**src/rtl/pw_pkg.sv**
```systemverilog
package pw_pkg;
    typedef enum logic [1:0] {
        PW_IDLE    = 2'd0,
        PW_COLLECT = 2'd1,
        PW_BUSY    = 2'd2
    } pw_state_e;
endpackage

```
**src/rtl/pw_page_buffer.sv**
```systemverilog
module pw_page_buffer #(
    parameter int DATA_W = 8,
    parameter int IDX_W  = 6
) (
    input  logic              clk,
    input  logic              rst_n,
    input  logic              clr,
    input  logic              wr_en,
    input  logic [IDX_W-1:0]  wr_idx,
    input  logic [DATA_W-1:0] wr_data,
    input  logic [IDX_W-1:0]  rd_idx,
    output logic [DATA_W-1:0] rd_data,
    output logic              rd_valid
);
    localparam int DEPTH = 1 << IDX_W;

    typedef struct packed {
        logic [DEPTH-1:0][DATA_W-1:0] mem;
        logic [DEPTH-1:0]             vld;
    } buf_t;

    buf_t buf_d, buf_q;

    always_comb begin
        buf_d = buf_q;
        if (clr) begin
            buf_d.vld = '0;
        end else if (wr_en) begin
            buf_d.mem[wr_idx] = wr_data;
            buf_d.vld[wr_idx] = 1'b1;
        end
    end

    always_ff @(posedge clk or negedge rst_n) begin
        if (!rst_n) buf_q <= '0;
        else        buf_q <= buf_d;
    end

    assign rd_data  = buf_q.mem[rd_idx];
    assign rd_valid = buf_q.vld[rd_idx];

    // a cleared buffer holds no valid entry on the next cycle
    assert_clear_empties_R6: assert property (@(posedge clk) disable iff (!rst_n)
        clr |=> (buf_q.vld == '0));
endmodule

```
**src/rtl/pw_busy_timer.sv**
```systemverilog
module pw_busy_timer #(
    parameter int CYCLES = 100
) (
    input  logic clk,
    input  logic rst_n,
    input  logic load,
    input  logic run,
    output logic last
);
    localparam int CNT_W = $clog2(CYCLES + 1);
    localparam logic [CNT_W-1:0] INIT = CNT_W'(CYCLES - 1);

    typedef struct packed {
        logic [CNT_W-1:0] cnt;
    } tmr_t;

    tmr_t tmr_d, tmr_q;

    always_comb begin
        tmr_d = tmr_q;
        if (load)                       tmr_d.cnt = INIT;
        else if (run && tmr_q.cnt != 0) tmr_d.cnt = tmr_q.cnt - 1'b1;
    end

    always_ff @(posedge clk or negedge rst_n) begin
        if (!rst_n) tmr_q <= '0;
        else        tmr_q <= tmr_d;
    end

    assign last = run && (tmr_q.cnt == '0);

    // counter steps down by one on each running cycle
    assert_count_down_R5: assert property (@(posedge clk) disable iff (!rst_n)
        (run && !load && tmr_q.cnt != 0) |=> (tmr_q.cnt == $past(tmr_q.cnt) - 1'b1));
endmodule

```
**src/rtl/pw_page_writer.sv**
```systemverilog
module pw_page_writer
    import pw_pkg::*;
#(
    parameter int ADDR_W      = 15,
    parameter int PAGE_BITS   = 6,
    parameter int BUSY_CYCLES = 100
) (
    input  logic              clk,
    input  logic              rst_n,
    input  logic              wr_start,
    input  logic [ADDR_W-1:0] wr_addr,
    input  logic              byte_valid,
    input  logic [7:0]        byte_data,
    input  logic              cs_rise,
    input  logic              cs_on_byte_edge,
    input  logic              wen,
    output logic [ADDR_W-1:0] prot_addr,
    input  logic              prot_blocked,
    output logic              arr_we,
    output logic [ADDR_W-1:0] arr_addr,
    output logic [7:0]        arr_wdata,
    output logic              busy,
    output logic              wen_clear
);
    localparam int PAGE_W     = ADDR_W - PAGE_BITS;
    localparam int PAGE_BYTES = 1 << PAGE_BITS;

    if (BUSY_CYCLES < PAGE_BYTES) begin : g_bad_len
        $error("BUSY_CYCLES must cover one full page scan");
    end

    typedef struct packed {
        pw_state_e            st;
        logic [PAGE_W-1:0]    page;
        logic [PAGE_BITS-1:0] off;
        logic [PAGE_BITS:0]   scan;
        logic                 got;
    } ctl_t;

    ctl_t ctl_d, ctl_q;

    logic                 buf_clr, buf_wr;
    logic [7:0]           rd_data;
    logic                 rd_valid;
    logic                 tmr_load, tmr_last;
    logic [PAGE_BITS-1:0] scan_idx;

    assign scan_idx = ctl_q.scan[PAGE_BITS-1:0];

    always_comb begin
        ctl_d    = ctl_q;
        buf_clr  = 1'b0;
        buf_wr   = 1'b0;
        tmr_load = 1'b0;
        unique case (ctl_q.st)
            PW_IDLE: begin
                if (wr_start && wen) begin
                    ctl_d.st   = PW_COLLECT;
                    ctl_d.page = wr_addr[ADDR_W-1:PAGE_BITS];
                    ctl_d.off  = wr_addr[PAGE_BITS-1:0];
                    ctl_d.got  = 1'b0;
                    buf_clr    = 1'b1;
                end
            end
            PW_COLLECT: begin
                if (byte_valid) begin
                    buf_wr     = 1'b1;
                    ctl_d.off  = ctl_q.off + 1'b1;
                    ctl_d.got  = 1'b1;
                end
                if (cs_rise) begin
                    if (cs_on_byte_edge && (ctl_q.got || byte_valid)) begin
                        ctl_d.st   = PW_BUSY;
                        ctl_d.scan = '0;
                        tmr_load   = 1'b1;
                    end else begin
                        ctl_d.st = PW_IDLE;
                    end
                end
            end
            PW_BUSY: begin
                if (!ctl_q.scan[PAGE_BITS]) ctl_d.scan = ctl_q.scan + 1'b1;
                if (tmr_last)               ctl_d.st   = PW_IDLE;
            end
            default: ctl_d.st = PW_IDLE;
        endcase
    end

    always_ff @(posedge clk or negedge rst_n) begin
        if (!rst_n) ctl_q <= '{st: PW_IDLE, default: '0};
        else        ctl_q <= ctl_d;
    end

    pw_page_buffer #(.DATA_W(8), .IDX_W(PAGE_BITS)) u_buf (
        .clk     (clk),
        .rst_n   (rst_n),
        .clr     (buf_clr),
        .wr_en   (buf_wr),
        .wr_idx  (ctl_q.off),
        .wr_data (byte_data),
        .rd_idx  (scan_idx),
        .rd_data (rd_data),
        .rd_valid(rd_valid)
    );

    pw_busy_timer #(.CYCLES(BUSY_CYCLES)) u_tmr (
        .clk  (clk),
        .rst_n(rst_n),
        .load (tmr_load),
        .run  (ctl_q.st == PW_BUSY),
        .last (tmr_last)
    );

    assign busy      = (ctl_q.st == PW_BUSY);
    assign prot_addr = {ctl_q.page, scan_idx};
    assign arr_addr  = prot_addr;
    assign arr_wdata = rd_data;
    assign arr_we    = busy && !ctl_q.scan[PAGE_BITS] && rd_valid && !prot_blocked;
    assign wen_clear = tmr_last;

    // busy starts only from a boundary-aligned chip-select rise
    assert_commit_on_edge_R4: assert property (@(posedge clk) disable iff (!rst_n)
        $rose(busy) |-> $past(cs_rise && cs_on_byte_edge));
    // array writes happen only inside the busy window
    assert_write_in_busy_R6: assert property (@(posedge clk) disable iff (!rst_n)
        arr_we |-> busy);
    // successive writes ascend within one busy period
    assert_ascending_R6: assert property (@(posedge clk) disable iff (!rst_n)
        (arr_we && $past(busy) && busy) |-> ($past(arr_addr) < arr_addr || !$past(arr_we)));
    // page is frozen while busy, new starts do not disturb it
    assert_page_frozen_R9: assert property (@(posedge clk) disable iff (!rst_n)
        (busy && $past(busy)) |-> $stable(ctl_q.page));
    // wen_clear is a lone pulse
    assert_clear_single_R8: assert property (@(posedge clk) disable iff (!rst_n)
        wen_clear |=> !wen_clear);
    // busy ends right after the clear pulse
    assert_clear_ends_busy_R8: assert property (@(posedge clk) disable iff (!rst_n)
        $fell(busy) |-> $past(wen_clear));
endmodule

```
**config.mk**
```make
export PLATFORM = sky130hd
export DESIGN_NAME = pw_page_writer
export DESIGN_NICKNAME = d
export VERILOG_FILES = /design/src/rtl/pw_pkg.sv /design/src/rtl/pw_page_buffer.sv /design/src/rtl/pw_busy_timer.sv /design/src/rtl/pw_page_writer.sv
export SDC_FILE = /design/constraint.sdc
export NUM_CORES = 1
export LEC_CHECK = 0
export BUFFER_PORTS_ARGS = -buffer_cell sky130_fd_sc_hd__buf_4
export CORE_MARGIN = 2
export CORE_UTILIZATION = 40
export CTS_CLUSTER_SIZE = 40
export DETAILED_ROUTE_END_ITERATION = 16
export SYNTH_ARGS = -nofsm -noshare
export SYNTH_HDL_FRONTEND = slang
export SYNTH_HIERARCHICAL = 1
export SYNTH_SLANG_ARGS = --single-unit
```
**constraint.sdc**
```tcl
create_clock -name clk -period 4.55 [get_ports clk]
set_input_delay 0.91 -clock clk [delete_from_list [all_inputs] [get_ports clk]]
set_output_delay 0.91 -clock clk [all_outputs]
set_load 0.05 [all_outputs]
```
Word level (Yosys, flattened, before mapping) --
Index checks and enable logic that the tools add are counted.
Word-level totals: flip-flop bits (word level) 608, logic and storage cells 146, output and inout port bits 41, input port bits 31
Operators by class: eq/ne operators 8, reductions and logical operators 24, multiplexer cells 34, order comparisons 3, bitwise operators 2, add/subtract/negate cells 3
Operators with widths (count):
- 512-bit bitwise mux | 1
- 64-bit 2-to-1 mux | 2
- 64-bit bitwise OR | 1
- 8-bit binary-select mux with 6-bit select | 1
- 8-bit demux with 6-bit select | 1
- 7-bit 2-to-1 mux | 5
- 17-bit 2-to-1 mux | 1
- 8-bit 2-to-1 mux | 2
- 6-bit by 7-bit less-than comparator with 1-bit output (second input constant) | 2
- 7-bit one-hot mux with 2 select lines | 1
- 6-bit one-hot mux with 2 select lines | 1
- 1-bit 2-to-1 mux | 11
- 2-bit inequality test (second input constant) | 5
- 3-bit AND reduction | 3
- 1-bit logical AND | 8
- 2-bit nonzero test | 4
- 7-bit by 1-bit adder with 7-bit output (second input constant) | 1
- 7-bit zero test | 1
- 7-bit nonzero test | 1
- 7-bit by 1-bit subtractor with 7-bit output (second input constant) | 1
- 6-bit by 1-bit adder with 6-bit output (second input constant) | 1
- 1-bit binary-select mux with 6-bit select | 1
- 1-bit demux with 6-bit select | 1
- 6-bit by 1-bit greater-or-equal comparator with 1-bit output (second input constant) | 1
- 13 further kinds | 17

Depth between registers and ports, before layout --
Gate-level depths: netlist of the first run.
depth after elaboration 7, gate-level depth with buffers 11, mapped depth without buffers 7

Modules after synthesis --
The synthesis of the first run kept the hierarchy.
Modules (own cells, without submodules):
- pw_page_buffer | cells an instance 1719, sequential area each 14413.8 um^2, instances 1, area each 26291.5 um^2
- pw_page_writer | cells an instance 164, sequential area each 625.6 um^2, instances 1, area each 1477.7 um^2
- pw_busy_timer | cells an instance 37, sequential area each 175.2 um^2, instances 1, area each 385.4 um^2

Worst setup path after synthesis of the first run --
Ideal clock, no wire load.
path type reg2out, from reg ctl_q, in the netlist arr_addr[1], to out arr_wdata[3], buffers on the path 4, required time 3.640 ns, cell stages (with the launch flop) 8, setup slack 0.618 ns, arrival 3.022 ns, cells stage by stage dfrtp_1 -> buf_2 -> buf_6 -> buf_4 -> buf_4 -> mux4_2 -> o21ai_0 -> o41ai_1
On the way: cells in the longest elaborated chain, start to end 2
RTL lines:
- start: declaration | RTL line pw_page_writer.sv:40 | ctl_t ctl_d, ctl_q;
- start signal: assignment | RTL line pw_page_writer.sv:91 | else ctl_q <= ctl_d;
- 8-bit binary-select mux with 6-bit select | RTL line pw_page_buffer.sv:39 | assign rd_data = buf_q.mem[rd_idx];
- 8-bit 2-to-1 mux (not written as such) | RTL line pw_page_buffer.sv:39
- end: declaration | RTL line pw_page_writer.sv:21 | output logic [7:0] arr_wdata,
No other way between the ends. The select of a mux whose other input is x is not followed.

Worst setup path after layout of the first run --
Same ends and word-level chain as after synthesis.

==> summary.txt, run 1 <==
Worst setup path
  • CP Launch Type: flip-flop
  • CP Capture Type: primary output
  • Crit path cell chain: buf_4, mux4_2, or3_1, o21ai_0, o41ai_1, buf_4
  • Reg2reg start: ctl_q[24]
  • Worst setup path category: flip-flop to primary output
  • CP dominant cell by count: buf_4
  • Worst Setup SP: arr_addr[1]
  • FF-to-FF path depth: 8
  • Crit-path max cell delay: around 0.82 ns
  • CP arrival: 3.60 ns
  • Worst R2R End: u_buf/buf_q[377]
  • CP endpoint: arr_wdata[3]
  • Req. time, crit path: 3.64 ns
  • R2R setup slack: around 1.3 ns
  • Critical Path Fanout Max: 20
  • Slowest CP cell: dfrtp_4

Place
  • Dpl ws: 0.5761 ns
  • Final HPWL DP: 45.23 mm
  • I/O Buffers: between 70 and 80
  • Final Wtd Congestion: 0.8086

Outcome
  • Outcome: finished clean

STA
  • Period utilisation layout: ~99%
  • Worst clock skew: between 0.01 and 0.015 ns
  • Post-route setup TNS: 0 ns
  • Slew @ Worst Pin: 1.056 ns
  • RSZ-0062 raised after global routing: false
  • Minimum clock period: 4.505 ns
  • Highest clock rate: 222.0 MHz
  • Setup violations, final: 0
  • Setup slack after layout: 0.04471 ns
  • Hold slack: 0.2321 ns
  • Slew Limit Fails: 0
  • Slew headroom: between 20 and 30%
  • Endpoints failing hold: 0

Cells and area
  • Area Overhead vs Synth: 11.55%
  • Area of the multi-input gates: 11880 um2
  • Post-layout util: 44.92%
  • N_diodes: 0
  • Fillers: 6220
  • Share of cells above drive strength 1: 45.73%
  • Seq. cell area: around 15000 um2
  • NumNets Final: 1960

Clock tree
  • Clk sink count: 608
  • Clock buffer depth: 3
  • H-tree levels: 2
  • Clock transition at path regs: ~0.06 ns
  • Worst skew pair latency: 0.62 ns
  • Cts hold-fix bufs: 0
  • CTS buffer count: 60
  • CTS tree: done
  • Root Buffer: clkbuf_16

Yosys
  • Main synth FF type: dfrtp_1
  • Syn. warnings: 6
  • Post-synth EDFFs: 0
  • Yosys top cell area share: 54.04%
  • Syn Inst Count: 1920
  • Async SR Flop Fraction: 100.0%
  • Most common library cells after synthesis: dfrtp_1 (608), mux2_2 (497), mux4_2 (137), clkbuf_1 (82), nand2_1 (75)
  • Sequential share of the synthesized area: between 50% and 60%
  • Dominant cell type by area after synthesis: dfrtp_1
  • Largest cells by area after synthesis: dfrtp_1 (54%), mux2_2 (20%), mux4_2 (11%), mux2i_1 (1.6%), buf_4 (1.2%)
  • Syn nets: 1954
  • Synth Cell Area: ~28000 um2
  • Syn avg cell area: roughly 15 um2
  • Flops & latches, synth: between 600 and 700
  • Most common cell in the netlist: dfrtp_1
  • Synth cell types: between 60 and 70

Die
  • Die footprint: 72530 um2
  • Die width: between 200 and 300 um
  • Top Ports: between 70 and 80
  • Initial Utilization: 40.27%
  • Core ar.: 69910 um2
  • Rows: 97
  • Die H: 269.3 um

Drt
  • Drt total wl: 72.83 mm
  • DRT Pass-1 Iters: 5
  • Avg WL per Cell: 25.05 um
  • First-iteration detailed-routing DRC count: 1230
  • Post-route ant nets: 0
  • Remaining DRCs: 0
  • DR vias/cell: 5.674
  • DR vias: 16500

GRT
  • GRT overflow: 0
  • GRT Total Usage: 20.11%
  • Vias in the first global route: 17520
  • Largest net degree at the start of global routing: 125
  • First-pass GRT wire length: between 100 and 150 mm
  • Antenna violations before repair: 1

Hold path
  • Hold Crit Class: input pin to async pin

Job
  • Max-cap violations: 0

Power and ir drop
  • PD cells: 566.1 nW/um2
  • Leak: ~15 nW
  • VDD IR max: ~0.75 mV
==> layer usage <==
metal | global-route usage [%] | vias up | routed length, um
met4 | 5.936 | 0 | 1883
met3 | 2.832 | 118 | 3287
met2 | 33.61 | 368 | 35770
met5 | 0 | - | 0
li1 | - | 7051 | -
met1 | 27.37 | 8964 | 31890
==> sequential cells by signal, indices dropped and copies added, names as in the netlist <==
register and count:
ctl_q 10, u_buf/buf_q 576, arr_addr 15, u_tmr/tmr_q 7
==> power breakdown <==
group	leakage, nW	internal (W)	switching, W
registers	8.37	0.00640	0.000809
logic	5.62	0.00240	0.00317
clock network	0.960	0.00290	0.00210
==> how the worst min path moves through the flow <==
stage,to,from,cells past startpoint
floorplan,u_buf/buf_q[14],u_buf/buf_q[14],1
CTS,arr_addr[9],rst_n,1
global route,u_tmr/tmr_q[4],rst_n,1
detailed placement,u_buf/buf_q[53],u_buf/buf_q[53],1
finish,u_tmr/tmr_q[3],rst_n,1
global placement,u_buf/buf_q[6],u_buf/buf_q[6],1
==> what timing repair did <==
item                       CTS  global route
buffers inserted             1             0
setup endpoints to repair    1             1
gates resized for setup      0             1
==> logic make-up (layout without fill, tap and decap cells) <==
family                   Yosys count  in the layout  share of synthesized area [%]
multiplexers                     697            697                          33.15
flip-flops                       608            608                          54.04
AND/OR/NAND/NOR                  221            221                          4.475
buffers and inverters            213            261                          3.795
AO/OA/AOI/OAI                    177            177                          4.373
adder cells (fa/ha/maj)            3              3                         0.1333
XOR/XNOR                           1              1                        0.03111
==> through the flow <==
step | cell area [um2] | total power (W) | instances
after CTS | 31400 | 0.01793 | 2908
after global routing | 31410 | 0.01856 | 2908
after floorplan | 28150 | 0.01118 | 1920
after global placement | 29440 | 0.01273 | 2803
after detailed placement | 29440 | 0.01287 | 2803
final | 31410 | 0.01778 | 2908
==> final cells by class <==
class	instances	share of cell area [%]
flip-flops and latches	608	48.49
multi-input cells	1099	37.84
clock buffers	88	5.534
well taps	940	3.745
repair buffers	117	3.259
clock inverters	16	0.6614
inverters	40	0.4781
==> cell usage in the layout, fill, tap and decap left out, types with 22 or more instances in the layout <==
cell / synthesis / final
a21o_1: 33 / 33
nor2_1: 30 / 30
o22ai_1: 22 / 22
mux2i_1: 46 / 46
o21ai_0: 41 / 41
buf_4: 44 / 105
inv_1: 38 / 38
dfrtp_1: 608 / 604
clkbuf_16: 0 / 61
nand2_1: 75 / 75
mux2_2: 497 / 497
mux4_2: 137 / 137
==> worst max-delay path, delay by kind of cell (launching register included) <==
family                 cells  cell delay (ns)
AOI/OAI and AO/OA          2             0.93
buffers and inverters      2             0.75
DFF                        1             0.82
muxes                      1             0.29
and+or+nand+nor            1             0.17
(Power assumes the default switching activity.)
==> run 2, diff against run 1 <==
--- a/config.mk
+++ b/config.mk
@@ -6,7 +6,6 @@
 export NUM_CORES = 1
 export LEC_CHECK = 0
 export BUFFER_PORTS_ARGS = -buffer_cell sky130_fd_sc_hd__buf_4
-export CORE_MARGIN = 2
 export CORE_UTILIZATION = 40
 export CTS_CLUSTER_SIZE = 40
 export DETAILED_ROUTE_END_ITERATION = 16
==> summary.txt, run 2 (synthesized netlist as in run 1, its figures left out) <==
Outcome
  • Outcome: finished clean

Worst setup path
  • Worst setup path category: flip-flop to primary output
  • Crit-path max cell delay: 0.77 ns (-0.05 ns)
  • Slowest CP cell: dfrtp_4
  • Crit path cell chain: buf_12, buf_4, mux4_2, or3_1, o21ai_0, o41ai_2, buf_4
  • CP arrival: 3.47 ns (-0.13 ns)
  • CP dominant cell by count: buf_4
  • CP Capture Type: primary output
  • CP Launch Type: flip-flop
  • Req. time, crit path: 3.64 ns (about the same)
  • Critical Path Fanout Max: 38 (+90%)

Clock tree
  • CTS tree: done
  • Worst skew pair latency: 0.63 ns (about the same)
  • Clk sink count: 608 (unchanged)
  • Clock buffer depth: 3 (unchanged)
  • Root Buffer: clkbuf_16
  • H-tree levels: 2 (unchanged)
  • CTS buffer count: 61 (+1.7%)
  • Cts hold-fix bufs: 0 (unchanged)
  • Clock transition at path regs: 0.06 ns (about the same)

Drt
  • DR vias/cell: 5.657 (-0.31%)
  • Met2 wire length: 34.77 mm (-2.8%)
  • First-iteration detailed-routing DRC count: 1106 (-10%)
  • Drt total wl: 72.12 mm (-0.98%)
  • Avg WL per Cell: 24.77 um (-1.1%)
  • Met3 WL: 4.126 mm (+26%)
  • DR top layer: met4
  • Remaining DRCs: 0 (unchanged)
  • Post-route ant nets: 0 (unchanged)
  • Met1 WL: 31.33 mm (-1.8%)
  • DRT Pass-1 Iters: 5 (unchanged)
  • DR vias: 16470 (-0.18%)

Die
  • Die footprint: 71450 um2 (-1.5%)
  • Die H: 267.3 um (-0.74%)
  • Top Ports: 72 (unchanged)
  • Rows: 96 (-1.0%)
  • Die width: 267.3 um (-0.74%)
  • Core ar.: 69070 um2 (-1.2%)
  • Initial Utilization: 40.76% (+0.49 points)

STA
  • Period utilisation layout: 96.31% (-2.7 points)
  • Slew @ Worst Pin: 1.089 ns (+0.03304 ns)
  • Setup violations, final: 0 (unchanged)
  • Slew Limit Fails: 0 (unchanged)
  • Endpoints failing hold: 0 (unchanged)
  • Minimum clock period: 4.382 ns (-0.1231 ns)
  • Slew headroom: 27.16% (-2.2 points)
  • Highest clock rate: 228.2 MHz (+2.8%)
  • RSZ-0062 raised after global routing: false
  • Post-route setup TNS: 0 ns (unchanged)
  • Worst clock skew: 0.03089 ns (+0.01953 ns)

Hold path
  • Hold Crit Class: input pin to async pin

Cells and area
  • Share of cells above drive strength 1: 45.99% (+0.26 points)
  • Commonest non-fill, non-tap cell in the layout: dfrtp_1
  • Most frequent cells in the layout: dfrtp_1 (605), mux2_2 (497), mux4_2 (137), buf_4 (109), nand2_1 (75)
  • NumNets Final: 1965 (+0.26%)
  • Most flops, register: u_buf/buf_q
  • Area Overhead vs Synth: 11.89%
  • Max reg flops: 576 (unchanged)
  • Post-layout util: 45.61% (+0.69 points)
  • N_diodes: 0 (unchanged)
  • Post-Layout Cell Count: 2912 (+0.14%)

Job
  • Max-cap violations: 0 (unchanged)

Power and ir drop
  • Leak: 15.00 nW (+0.38%)
  • PD cells: 566.8 nW/um2 (+0.12%)
  • VDD IR max: 0.6626 mV (-12%)

GRT
  • Vias in the first global route: 17570 (+0.26%)
  • First-pass GRT wire length: 111.2 mm (-0.56%)
  • GRT Total Usage: 20.61% (+0.50 points)
  • Largest net degree at the start of global routing: 111 (-11%)
  • GRT overflow: 0 (unchanged)
  • Antenna violations before repair: 0 (-1)

Place
  • Final Wtd Congestion: 0.8141 (+0.68%)
  • Dpl cells: 2798 (-0.18%)
  • I/O Buffers: 71 (unchanged)
  • Final HPWL DP: 45.23 mm (about the same)
-- run 2: changes by cell type in the layout (fill, tap and decap cells not counted), sizes merged --
cell      delta
inv          +1
clkinvlp     +2
clkbuf       +8
bufinv       -2
buf          +4
-- run 2: per-stage QoR --
stage,total power [W],setup WS (ns),instance area (um2),hold slack [ns]
3_3_place_gp,0.01274,0.5774,29460,0.4533
4_1_cts,0.01799,0.1107,31490,0.3717
3_5_place_dp,0.01288,0.6149,29460,0.4605
5_1_grt,0.01866,0.03895,31500,0.3442
2_1_floorplan,0.01118,0.6176,28150,0.4444
6_report,0.01785,0.1678,31500,0.2809
-- run 2: what timing repair did --
action,CTS,global route
hold endpoints to repair,0,0
setup endpoints to repair,1,1
buffers inserted,0,1
resized for setup,1,0
-- run 2: power breakdown --
part | switching (W) | internal [W] | total (W)
Sequential | 0.000805 | 0.00640 | 0.00721
Combinational | 0.00317 | 0.00242 | 0.00560
Clock | 0.00211 | 0.00294 | 0.00505
-- run 2: path summary, 6_finish.rpt --
check                                 from               end  slack, ns  cells past startpoint
hold / removal                       rst_n    u_tmr/tmr_q[5]       0.28                      1
max in group asynchronous            rst_n  u_buf/buf_q[288]       2.99                      2
setup reg to reg                 ctl_q[24]  u_buf/buf_q[249]       1.33                      6
setup / recovery               arr_addr[1]      arr_wdata[3]       0.17                      7
min in group clk               wr_addr[10]      arr_addr[10]       0.46                      3
hold reg to reg            u_buf/buf_q[54]   u_buf/buf_q[54]       0.47                      1
-- run 2: layout make-up --
class	instances	area, um2
Timing Repair Buffer	121	1049
Multi-Input combinational cell	1099	11890
Fill cell	6051	37560
Tap cell	931	1165
Clock inverter	17	171.4
Clock buffer	96	1851
Sequential cell	608	15230
Inverter	40	150.1
-- run 2: metal layers --
layer	vias up	global-route usage [%]
met5	-	0
met4	0	5.965
met3	109	4.193
met2	380	33.38
met1	8913	27.98
li1	7070	-
-- run 2: worst max-delay path: cells and delay by family, from the launching register on --
| family | cells | cell delay, ns |
|---|---|---|
| buffers and inverters | 3 | 0.94 |
| DFF | 1 | 0.77 |
| AOI/OAI and AO/OA | 2 | 0.76 |
| muxes | 1 | 0.25 |
| and+or+nand+nor | 1 | 0.10 |
